## src/rtl/adc_seq_pkg.sv

```systemverilog
package adc_seq_pkg;

  typedef enum logic [2:0] {
    ST_IDLE,
    ST_SAMPLE,
    ST_HOLD,
    ST_DREQ,
    ST_DWAIT,
    ST_CREQ,
    ST_CWAIT
  } seq_state_e;

  localparam logic [1:0] REF_ZERO = 2'b00;
  localparam logic [1:0] REF_HALF = 2'b01;
  localparam logic [1:0] REF_FULL = 2'b10;

  function automatic logic [1:0] ref_advance(input logic [1:0] cur);
    case (cur)
      REF_ZERO: ref_advance = REF_HALF;
      REF_HALF: ref_advance = REF_FULL;
      default:  ref_advance = REF_ZERO;
    endcase
  endfunction

endpackage

```

## src/rtl/adc_trig_sync.sv

```systemverilog
module adc_trig_sync (
  input  logic clk,
  input  logic rst_n,
  input  logic async_i,
  output logic evt_o
);
  logic [2:0] sh_q;

  always_ff @(posedge clk or negedge rst_n) begin
    if (!rst_n) sh_q <= '0;
    else        sh_q <= {sh_q[1:0], async_i};
  end

  assign evt_o = sh_q[1] & ~sh_q[2];
endmodule

```

## src/rtl/adc_ch_pick.sv

```systemverilog
module adc_ch_pick #(
  parameter int NCH = 8,
  localparam int IW = (NCH > 1) ? $clog2(NCH) : 1
) (
  input  logic [NCH-1:0] mask_i,
  input  logic [IW:0]    from_i,
  output logic           found_o,
  output logic [IW-1:0]  idx_o
);
  always_comb begin
    found_o = 1'b0;
    idx_o   = '0;
    for (int i = NCH - 1; i >= 0; i--) begin
      if (mask_i[i] && (i >= int'(from_i))) begin
        found_o = 1'b1;
        idx_o   = IW'(i);
      end
    end
  end
endmodule

```

## src/rtl/adc_phase_timer.sv

```systemverilog
module adc_phase_timer #(
  parameter int CW = 8
) (
  input  logic          clk,
  input  logic          rst_n,
  input  logic          load_i,
  input  logic [CW-1:0] len_i,
  output logic          last_o
);
  logic [CW-1:0] cnt_q;

  always_ff @(posedge clk or negedge rst_n) begin
    if (!rst_n)              cnt_q <= '0;
    else if (load_i)         cnt_q <= len_i;
    else if (cnt_q != '0)    cnt_q <= cnt_q - 1'b1;
  end

  assign last_o = (cnt_q <= CW'(1));
endmodule

```

## src/rtl/adc_scan_seq.sv

```systemverilog
module adc_scan_seq
  import adc_seq_pkg::*;
#(
  parameter int NCH = 8,
  parameter int DW  = 12,
  parameter int CW  = 8,
  localparam int IW = (NCH > 1) ? $clog2(NCH) : 1
) (
  input  logic              clk,
  input  logic              rst_n,
  input  logic              run_i,
  input  logic              sw_trig_i,
  input  logic              sync_trig_i,
  input  logic              async_trig_i,
  input  logic [NCH-1:0]    ch_en_i,
  input  logic              irq_en_i,
  input  logic              temp_sel_i,
  input  logic              iref_sel_i,
  input  logic [CW-1:0]     samp_cycles_i,
  input  logic [CW-1:0]     hold_cycles_i,
  input  logic              conv_done_i,
  input  logic [DW-1:0]     conv_data_i,
  output logic              conv_start_o,
  output logic              sh_sample_o,
  output logic              sh_hold_o,
  output logic [IW-1:0]     mux_sel_o,
  output logic              diag_active_o,
  output logic [1:0]        diag_sel_o,
  output logic [DW-1:0]     diag_result_o,
  output logic [NCH*DW-1:0] ch_result_o,
  output logic              scan_irq_o,
  output logic              cfg_err_o
);

  seq_state_e    state_q, state_d;
  logic [IW-1:0] chan_q, chan_d;
  logic [1:0]    ref_q;
  logic [DW-1:0] diag_q;
  logic          irq_q, cfg_q;
  logic          async_evt, start_evt;
  logic          tmr_load, tmr_last;
  logic [CW-1:0] tmr_len;
  logic          scan_end, diag_wr, ch_wr;
  logic          first_found, next_found;
  logic [IW-1:0] first_idx, next_idx;
  logic [IW:0]   next_from;

  adc_trig_sync u_async (
    .clk   (clk),
    .rst_n (rst_n),
    .async_i (async_trig_i),
    .evt_o (async_evt)
  );

  assign start_evt = sw_trig_i | sync_trig_i | async_evt;

  adc_phase_timer #(.CW(CW)) u_timer (
    .clk    (clk),
    .rst_n  (rst_n),
    .load_i (tmr_load),
    .len_i  (tmr_len),
    .last_o (tmr_last)
  );

  assign next_from = {1'b0, chan_q} + 1'b1;

  adc_ch_pick #(.NCH(NCH)) u_first (
    .mask_i  (ch_en_i),
    .from_i  ('0),
    .found_o (first_found),
    .idx_o   (first_idx)
  );

  adc_ch_pick #(.NCH(NCH)) u_next (
    .mask_i  (ch_en_i),
    .from_i  (next_from),
    .found_o (next_found),
    .idx_o   (next_idx)
  );

  always_comb begin
    state_d  = state_q;
    chan_d   = chan_q;
    tmr_load = 1'b0;
    tmr_len  = samp_cycles_i;
    scan_end = 1'b0;
    diag_wr  = 1'b0;
    ch_wr    = 1'b0;
    case (state_q)
      ST_IDLE: begin
        if (run_i && start_evt) begin
          state_d  = ST_SAMPLE;
          tmr_load = 1'b1;
        end
      end
      ST_SAMPLE: begin
        if (!run_i) state_d = ST_IDLE;
        else if (tmr_last) begin
          state_d  = ST_HOLD;
          tmr_load = 1'b1;
          tmr_len  = hold_cycles_i;
        end
      end
      ST_HOLD: begin
        if (!run_i)        state_d = ST_IDLE;
        else if (tmr_last) state_d = ST_DREQ;
      end
      ST_DREQ: state_d = ST_DWAIT;
      ST_DWAIT: begin
        if (conv_done_i) begin
          if (!run_i) state_d = ST_IDLE;
          else begin
            diag_wr = 1'b1;
            if (first_found) begin
              state_d = ST_CREQ;
              chan_d  = first_idx;
            end else scan_end = 1'b1;
          end
        end
      end
      ST_CREQ: state_d = ST_CWAIT;
      ST_CWAIT: begin
        if (conv_done_i) begin
          if (!run_i) state_d = ST_IDLE;
          else begin
            ch_wr = 1'b1;
            if (next_found) begin
              state_d = ST_CREQ;
              chan_d  = next_idx;
            end else scan_end = 1'b1;
          end
        end
      end
      default: state_d = ST_IDLE;
    endcase
    if (scan_end) begin
      state_d  = ST_SAMPLE;
      tmr_load = 1'b1;
      tmr_len  = samp_cycles_i;
    end
  end

  always_ff @(posedge clk or negedge rst_n) begin
    if (!rst_n) begin
      state_q <= ST_IDLE;
      chan_q  <= '0;
      ref_q   <= REF_ZERO;
      diag_q  <= '0;
      irq_q   <= 1'b0;
      cfg_q   <= 1'b0;
    end else begin
      state_q <= state_d;
      chan_q  <= chan_d;
      irq_q   <= scan_end & irq_en_i;
      cfg_q   <= temp_sel_i | iref_sel_i;
      if (diag_wr) begin
        diag_q <= conv_data_i;
        ref_q  <= ref_advance(ref_q);
      end
    end
  end

  for (genvar c = 0; c < NCH; c++) begin : g_res
    logic [DW-1:0] res_q;
    always_ff @(posedge clk or negedge rst_n) begin
      if (!rst_n)                            res_q <= '0;
      else if (ch_wr && chan_q == IW'(c))    res_q <= conv_data_i;
    end
    assign ch_result_o[c*DW +: DW] = res_q;
  end

  assign sh_sample_o   = (state_q == ST_SAMPLE);
  assign sh_hold_o     = (state_q == ST_HOLD);
  assign conv_start_o  = (state_q == ST_DREQ) || (state_q == ST_CREQ);
  assign diag_active_o = (state_q == ST_DREQ) || (state_q == ST_DWAIT);
  assign mux_sel_o     = chan_q;
  assign diag_sel_o    = ref_q;
  assign diag_result_o = diag_q;
  assign scan_irq_o    = irq_q;
  assign cfg_err_o     = cfg_q;

endmodule

```

## config.mk

```make
export PLATFORM = sky130hd
export DESIGN_NAME = adc_scan_seq
export DESIGN_NICKNAME = d
export VERILOG_FILES = /design/src/rtl/adc_seq_pkg.sv /design/src/rtl/adc_trig_sync.sv /design/src/rtl/adc_ch_pick.sv /design/src/rtl/adc_phase_timer.sv /design/src/rtl/adc_scan_seq.sv
export SDC_FILE = /design/constraint.sdc
export NUM_CORES = 1
export LEC_CHECK = 0
export ABC_AREA = 1
export BUFFER_PORTS_ARGS = -buffer_cell sky130_fd_sc_hd__clkbuf_2
export CORE_MARGIN = 10
export CORE_UTILIZATION = 40
export DETAILED_ROUTE_END_ITERATION = 8
export SYNTH_ARGS = -nofsm -noshare
export SYNTH_HDL_FRONTEND = slang
export SYNTH_SLANG_ARGS = --single-unit
```

## constraint.sdc

```tcl
create_clock -name clk -period 2.94 [get_ports clk]
set_input_delay 0.294 -clock clk [delete_from_list [all_inputs] [get_ports clk]]
set_output_delay 0.294 -clock clk [all_outputs]
set_load 0.05 [all_outputs]
```

### After elaboration in Yosys (flattened, before gate mapping)

Index checks and enable logic that the tools add are counted.

| storage, ports and cells | value |
|---|---|
| flip-flop bits (word level) | 129 |
| input bits | 46 |
| word-level logic and storage cells | 162 |

| operators by class | value |
|---|---|
| add/sub/neg operators | 2 |
| magnitude comparators | 9 |
| equal/unequal tests | 27 |
| multiplexer cells | 75 |
| bitwise gates (word level) | 6 |
| reduce and logical (&&, ||, !) cells | 27 |

Operators with widths:

| operator | count |
|---|---|
| 3-bit 2-to-1 mux | 34 |
| 8-bit 2-to-1 mux | 6 |
| 1-bit 2-to-1 mux | 30 |
| 3-bit equality test (second input constant) | 7 |
| 3-bit case mux with 7 select lines | 1 |
| 1-bit logical AND | 17 |
| 3-bit by 4-bit greater-or-equal comparator with 1-bit output (first input constant) | 4 |
| 7-bit AND reduction | 2 |
| 3-bit by 2-bit equality test with 1-bit output (second input constant) | 4 |
| 2-bit inequality test (second input constant) | 6 |
| 3-bit inequality test (second input constant) | 3 |
| 1-bit by 4-bit greater-or-equal comparator with 1-bit output (first input constant) | 2 |
| 2-bit by 4-bit greater-or-equal comparator with 1-bit output (first input constant) | 2 |
| 8-bit by 1-bit less-or-equal comparator with 1-bit output (second input constant) | 1 |
| 4-bit by 2-bit inequality test with 1-bit output (second input constant) | 2 |
| 4-bit inequality test (second input constant) | 2 |
| 8-bit nonzero test | 1 |
| 8-bit by 1-bit subtractor with 8-bit output (second input constant) | 1 |
| 3-bit by 1-bit equality test with 1-bit output (second input constant) | 2 |
| 3-bit zero test | 2 |
| 3-bit case mux with 2 select lines | 1 |
| 3-bit by 1-bit adder with 4-bit output (second input constant) | 1 |
| 1-bit case mux with 2 select lines | 2 |
| 2-bit case mux with 2 select lines | 1 |
| other kinds (7) | 12 |

### Depth between registers and ports, before layout

| depth | value |
|---|---|
| word-level depth | 17 |
| depth in mapped cells | 15 |
| gate-level depth less buffers | 15 |

### Modules after synthesis

From an unflattened synthesis, not the netlist that was laid out.

| unflattened totals | value |
|---|---|
| cell total of the unflattened synthesis | 648 |
| area total of the unflattened synthesis | 5973.2 sq um |

Modules (own cells, without submodules):

| module | instances | cells each | area each (sq um) |
|---|---|---|---|
| adc_scan_seq | 1 | 476 | 4918.5 |
| adc_phase_timer | 1 | 83 | 561.8 |
| adc_ch_pick | 2 | 42 | 203.9 |
| adc_trig_sync | 1 | 5 | 85.1 |

### Worst setup path after synthesis

No wires, ideal clock.

| timing path | value |
|---|---|
| path type | reg2reg |
| start | register state_q[1] |
| end | register state_q[1] |
| library setup time | 0.117 ns |
| arrival time | 2.288 ns |
| slack | 0.535 ns |
| cell stages (with the launch flop) | 11 |
| cells stage by stage | dfrtp_1 > buf_2 > inv_2 > nor3_1 > nand2_1 > nand2_1 > a21oi_1 > nand2_1 > nand2_1 > nand3_1 > nand2_1 |

| on the way | value |
|---|---|
| elaborated cells between the ends (all ways) | 18 |
| classes of those cells | 13 x eq/ne; 3 x mux; 2 x reduce/logical |

RTL lines:

| item | line | source |
|---|---|---|
| from (decl) | adc_scan_seq.sv:35 | `seq_state_e state_q, state_d;` |
| from (signal assigned) | adc_scan_seq.sv:152 | `state_q <= state_d;` |
| 3-bit by 2-bit equality test with 1-bit output * | - |  |
| via sh_hold_o | adc_scan_seq.sv:25 | `output logic sh_hold_o,` |
| 4-bit by 2-bit inequality test with 1-bit output (no line) / 3-bit case mux with 7 select lines (equally long branches) | - |  |
| 7-bit AND reduction (no line) / 3-bit 2-to-1 mux (equally long branches) | - |  |

The timed path passes the listed nets; every way through them passes the cells marked *.
A chain may end at the register's enable or synchronous reset.

### Worst setup path in the final report

| timing path | value |
|---|---|
| start | register chan_q[0] (netlist: mux_sel_o[0]) |
| end | register u_timer.cnt_q[1] |

| on the way | value |
|---|---|
| word-level cells in the longest chain between the ends | 17 |
| elaborated cells between the ends (all ways) | 33 |
| classes of those cells | 1 x add/sub; 8 x order compare; 15 x mux; 9 x reduce/logical |

RTL lines:

| item | line | source |
|---|---|---|
| from (decl) | adc_scan_seq.sv:36 | `logic [IW-1:0] chan_q, chan_d;` |
| from (signal assigned) | adc_scan_seq.sv:153 | `chan_q <= chan_d;` |
| 3-bit by 1-bit adder with 4-bit output * | adc_scan_seq.sv:65 | `assign next_from = {1'b0, chan_q} + 1'b1;` |
| 3-bit by 4-bit greater-or-equal comparator with 1-bit output | adc_ch_pick.sv:14 | `if (mask_i[i] && (i >= int'(from_i))) begin` |
| 1-bit logical AND | adc_ch_pick.sv:14 |  |
| 1-bit 2-to-1 mux (7 in a row) | adc_ch_pick.sv:14 |  |
| 1-bit 2-to-1 mux * | adc_ch_pick.sv:14 |  |
| 1-bit 2-to-1 mux * | adc_scan_seq.sv:127 | `if (next_found) begin` |
| 1-bit 2-to-1 mux * | adc_scan_seq.sv:124 | `if (!run_i) state_d = ST_IDLE;` |
| 1-bit 2-to-1 mux * | adc_scan_seq.sv:123 | `if (conv_done_i) begin` |
| 1-bit case mux with 2 select lines * | adc_scan_seq.sv:89 | `case (state_q)` |
| 8-bit 2-to-1 mux / 1-bit 2-to-1 mux (equally long branches) | adc_scan_seq.sv:136 | `if (scan_end) begin` |
| 8-bit 2-to-1 mux / 2-bit nonzero test (equally long branches) | - |  |
| to (signal assigned) | adc_phase_timer.sv:14 | `else if (load_i) cnt_q <= len_i;` |
| to (signal assigned) | adc_phase_timer.sv:15 | `else if (cnt_q != '0) cnt_q <= cnt_q - 1'b1;` |
| to (decl) | adc_phase_timer.sv:10 | `logic [CW-1:0] cnt_q;` |

Mark *: on every way between the ends. The rest lies on a longest branch, timed or not.

==> flow_summary.toml <==
[clocking]
root_buffer = "clkbuf_16"
clock_tree_from_tritoncts = "yes"
worst_setup_hold_path_clk_slew_ns = 0.06
clk_path_buf_depth = 2
cts.sinks = 129
clock_insertion_delay_worst_skew_ns = 0.41
htree_num_levels = 4
numCtsBuffers = 17

[setup_path]
worstPathArrival_ns = 2.67
crit-reg2reg-launch = "mux_sel_o[0]$_DFFE_PN0P_"
crit_required_ns = 3.24
endpoint_kind = "flip-flop"
critical_path.reg2reg.endpoint = "u_timer.cnt_q[1]$_DFFE_PN0P_"
critical_path_peak_fanout = 14
reg2reg_depth = 14
critical_path_type = "reg2reg"
regToRegSetupSlack_ns = 0.57
timing.critical_path.from_type = "flip-flop"

[run]
cap_viol_max_count = 0

[drt]
post-route-drc-count = 0
route.antenna.remaining_nets = 0
post_drt_via_cell_ratio = 4.92
routed_wire_length_per_instance_um = 17.3
initialDrtViolationCount = 324
vias = 4707
dr.pass1.iters = 4
drt-total-wl_mm = 16.5

[final_layout]
nNetsFinal = 819
area_growth_syn_to_layout_pct = 29.3
final_layout_size_suffix_gt1_frac = 0.305
fin_cells = 957
antenna_cells = 0
final_design_area_no_fill_um2 = 7220

[sta]
final_hold_viol_count = 0
rsz0062_at_grt = "false"
timing.final.setup_violations = 0
fmax_achieved_mhz = 421
report.final.slew_viol_count = 0
tns_ns = 0
timing.clock.skew_ns = 0.00552
slew_headroom = 0.567
timing_worst_slew_pin_value_ns = 0.650
finalCritPeriodShare = 0.807
period_needed_ns = 2.37

[grt]
grt_max_degree = 51
overflow = 0
initial_antenna_violation_count = 0
grt_pass1_vias = 4760
first_pass_grt_wire_length_mm = 26.5
track_usage = 0.173

[synth]
yosysSeqAreaShare = 0.578
post_synth.cell_area_avg_um2 = 9.34
async_reset_ff_frac = 1.00
count_of_flip_flops_with_a_built_in_enable_after_synthesis = 0
post_synth_instance_area_um2 = 5580
library_cells_used_by_synthesis = 35
synth_flop_cell = "dfrtp_1"
syn_inst = 598
yosys_warnings = 0
ys_ff_latch = 129
postSynthNetCount = 653

[power_and_ir_drop]
irDropWorstVdd_mv = 0.739
leakagePower_nw = 3.80
power.density_cell_area_nw_per_um2 = 984

[status]
status = "completed"

[floorplanning]
floorplan.initialDensity = 0.405
io-pin-count = 165
core-area_um2 = 13800
dieArea_um2 = 19100
placementRows = 43
die_w_um = 138
die_h_um = 138

[hold_path]
timing.hold.worst_path_depth = 2
worstHoldEndpoint = "cfg_err_o$_DFF_PN0_"
worst_hold_startpoint = "temp_sel_i"
hp-class = "in2reg"

[place]
hpwl_mm = 12.3
post-place-cells = 923
globalplace.congestion = 0.960
port_buffers = 164
cell_area_after_placement_um2 = 6540
[report_power, final]
| part | internal (W) | switching (W) | total [W] |
|---|---|---|---|
| registers | 0.00209 | 0.000253 | 0.00234 |
| logic | 0.000610 | 0.00183 | 0.00244 |
| clock network | 0.00155 | 0.000778 | 0.00233 |
| total | 0.00425 | 0.00286 | 0.00711 |
[cells in the final DEF (no fill, tap or decap), types with 2 or more instances in the layout]
master,n
or2_2,6
nand2_2,5
nor2_2,2
a21oi_2,4
clkinv_2,2
dlygate4sd3_1,2
clkbuf_8,2
o21ai_1,44
a21oi_1,15
clkbuf_2,163
clkbuf_16,17
inv_2,6
buf_4,3
nor2_8,2
nor2_1,21
nand3_1,23
nor3_1,5
clkinvlp_4,4
nand2_1,153
nor2_4,2
ha_1,9
nand3_2,7
mux2i_1,4
o21ai_0,74
bufinv_16,5
inv_1,44
dfrtp_1,129
nand2_4,2
o211ai_1,4
xor2_1,6
[sequential cells by signal (all words and copies together), names as in the netlist, 2 cells and up]
| signal | cells |
|---|---|
| diag_sel_o | 2 |
| u_async.sh_q | 3 |
| u_timer.cnt_q | 8 |
| diag_result_o | 12 |
| g_res.res_q | 96 |
| mux_sel_o | 3 |
| state_q | 3 |
[kinds of logic (layout without fill, tap and decap cells)]
family,count (synthesis),in the layout,synth area share
fa+ha+maj,9,9,0.0202
mux,4,4,0.00717
compound gates,144,144,0.135
buf+inv,72,251,0.0563
flops,129,129,0.578
simple gates,233,233,0.192
xor+xnor,7,7,0.0110
[how the worst max path moves through the flow]
| stage | cells after the start | from | end | slack, ns |
|---|---|---|---|---|
| finish | 14 | mux_sel_o[0]$_DFFE_PN0P_ | u_timer.cnt_q[1]$_DFFE_PN0P_ | 0.57 |
| global route | 14 | mux_sel_o[1]$_DFFE_PN0P_ | u_timer.cnt_q[1]$_DFFE_PN0P_ | 0.41 |
| global placement | 14 | mux_sel_o[0]$_DFFE_PN0P_ | u_timer.cnt_q[1]$_DFFE_PN0P_ | 0.76 |
| detailed placement | 14 | mux_sel_o[0]$_DFFE_PN0P_ | u_timer.cnt_q[1]$_DFFE_PN0P_ | 0.63 |
| floorplan | 10 | state_q[1]$_DFFE_PN0P_ | state_q[1]$_DFFE_PN0P_ | 0.54 |
| CTS | 14 | mux_sel_o[0]$_DFFE_PN0P_ | u_timer.cnt_q[1]$_DFFE_PN0P_ | 0.62 |
[stage by stage]
stage	util	hold slack (ns)	total power [W]	setup WS, ns
floorplan	-	-0.00159	0.00418	0.535
global placement	0.475	0.336	0.00474	0.756
detailed placement	0.475	0.343	0.00480	0.627
CTS	0.524	0.0550	0.00715	0.620
global route	0.524	0.0663	0.00748	0.410
finish	0.524	0.0701	0.00711	0.568
[timing repair]
action,CTS,global route
setup endpoints to repair,0,0
endpoints found under the hold margin,48,0
buffers inserted,0,0
hold buffers,2,0
resized for setup,0,0
[routing by layer]
metal / up-vias / part of all wire / global-route usage / wire (um)
li1: 2285 / - / - / -
met1: 2253 / 0.44 / 0.211 / 7200
met2: 155 / 0.47 / 0.268 / 7710
met4: 0 / 0.011 / 0.0555 / 174
met3: 14 / 0.088 / 0.0747 / 1460
met5: - / 0 / 0 / 0
[worst max-delay path: stages (launching register included)]
cell and delay [ns]:
dfrtp_1 0.46, ha_1 0.26, ha_1 0.35, inv_1 0.10, nand2_1 0.06, nand3_1 0.11
nand2_1 0.13, nor2_4 0.14, nand2_2 0.07, nand2_2 0.07, nand2_4 0.08, nand2_4 0.18
o21ai_0 0.12, nand2_1 0.07, nand2_1 0.05
[cells in the mapped netlist (5+ instances only)]
cell type | instances | share of area
nand3_1 | 23 | 0.021
nand2_2 | 5 | 0.0056
inv_2 | 6 | 0.0040
o21ai_0 | 74 | 0.066
inv_1 | 44 | 0.030
ha_1 | 9 | 0.020
o21ai_1 | 44 | 0.039
buf_2 | 16 | 0.014
nand3_2 | 7 | 0.013
dfrtp_1 | 129 | 0.58
a21oi_1 | 15 | 0.013
or2_2 | 6 | 0.0067
xor2_1 | 6 | 0.0094
nor2_1 | 21 | 0.014
nor3_1 | 5 | 0.0045
nand2_1 | 153 | 0.10
[final cells by class]
class | instances | area, um2
multi-input combinational | 397 | 2040
sequential | 129 | 3230
clock inverter | 13 | 208
clock buffer | 19 | 453
timing repair buffer | 169 | 878
inverter | 50 | 188
fill | 1334 | 6550
tap | 180 | 225
Note: power is estimated with default switching activity, not from simulation.
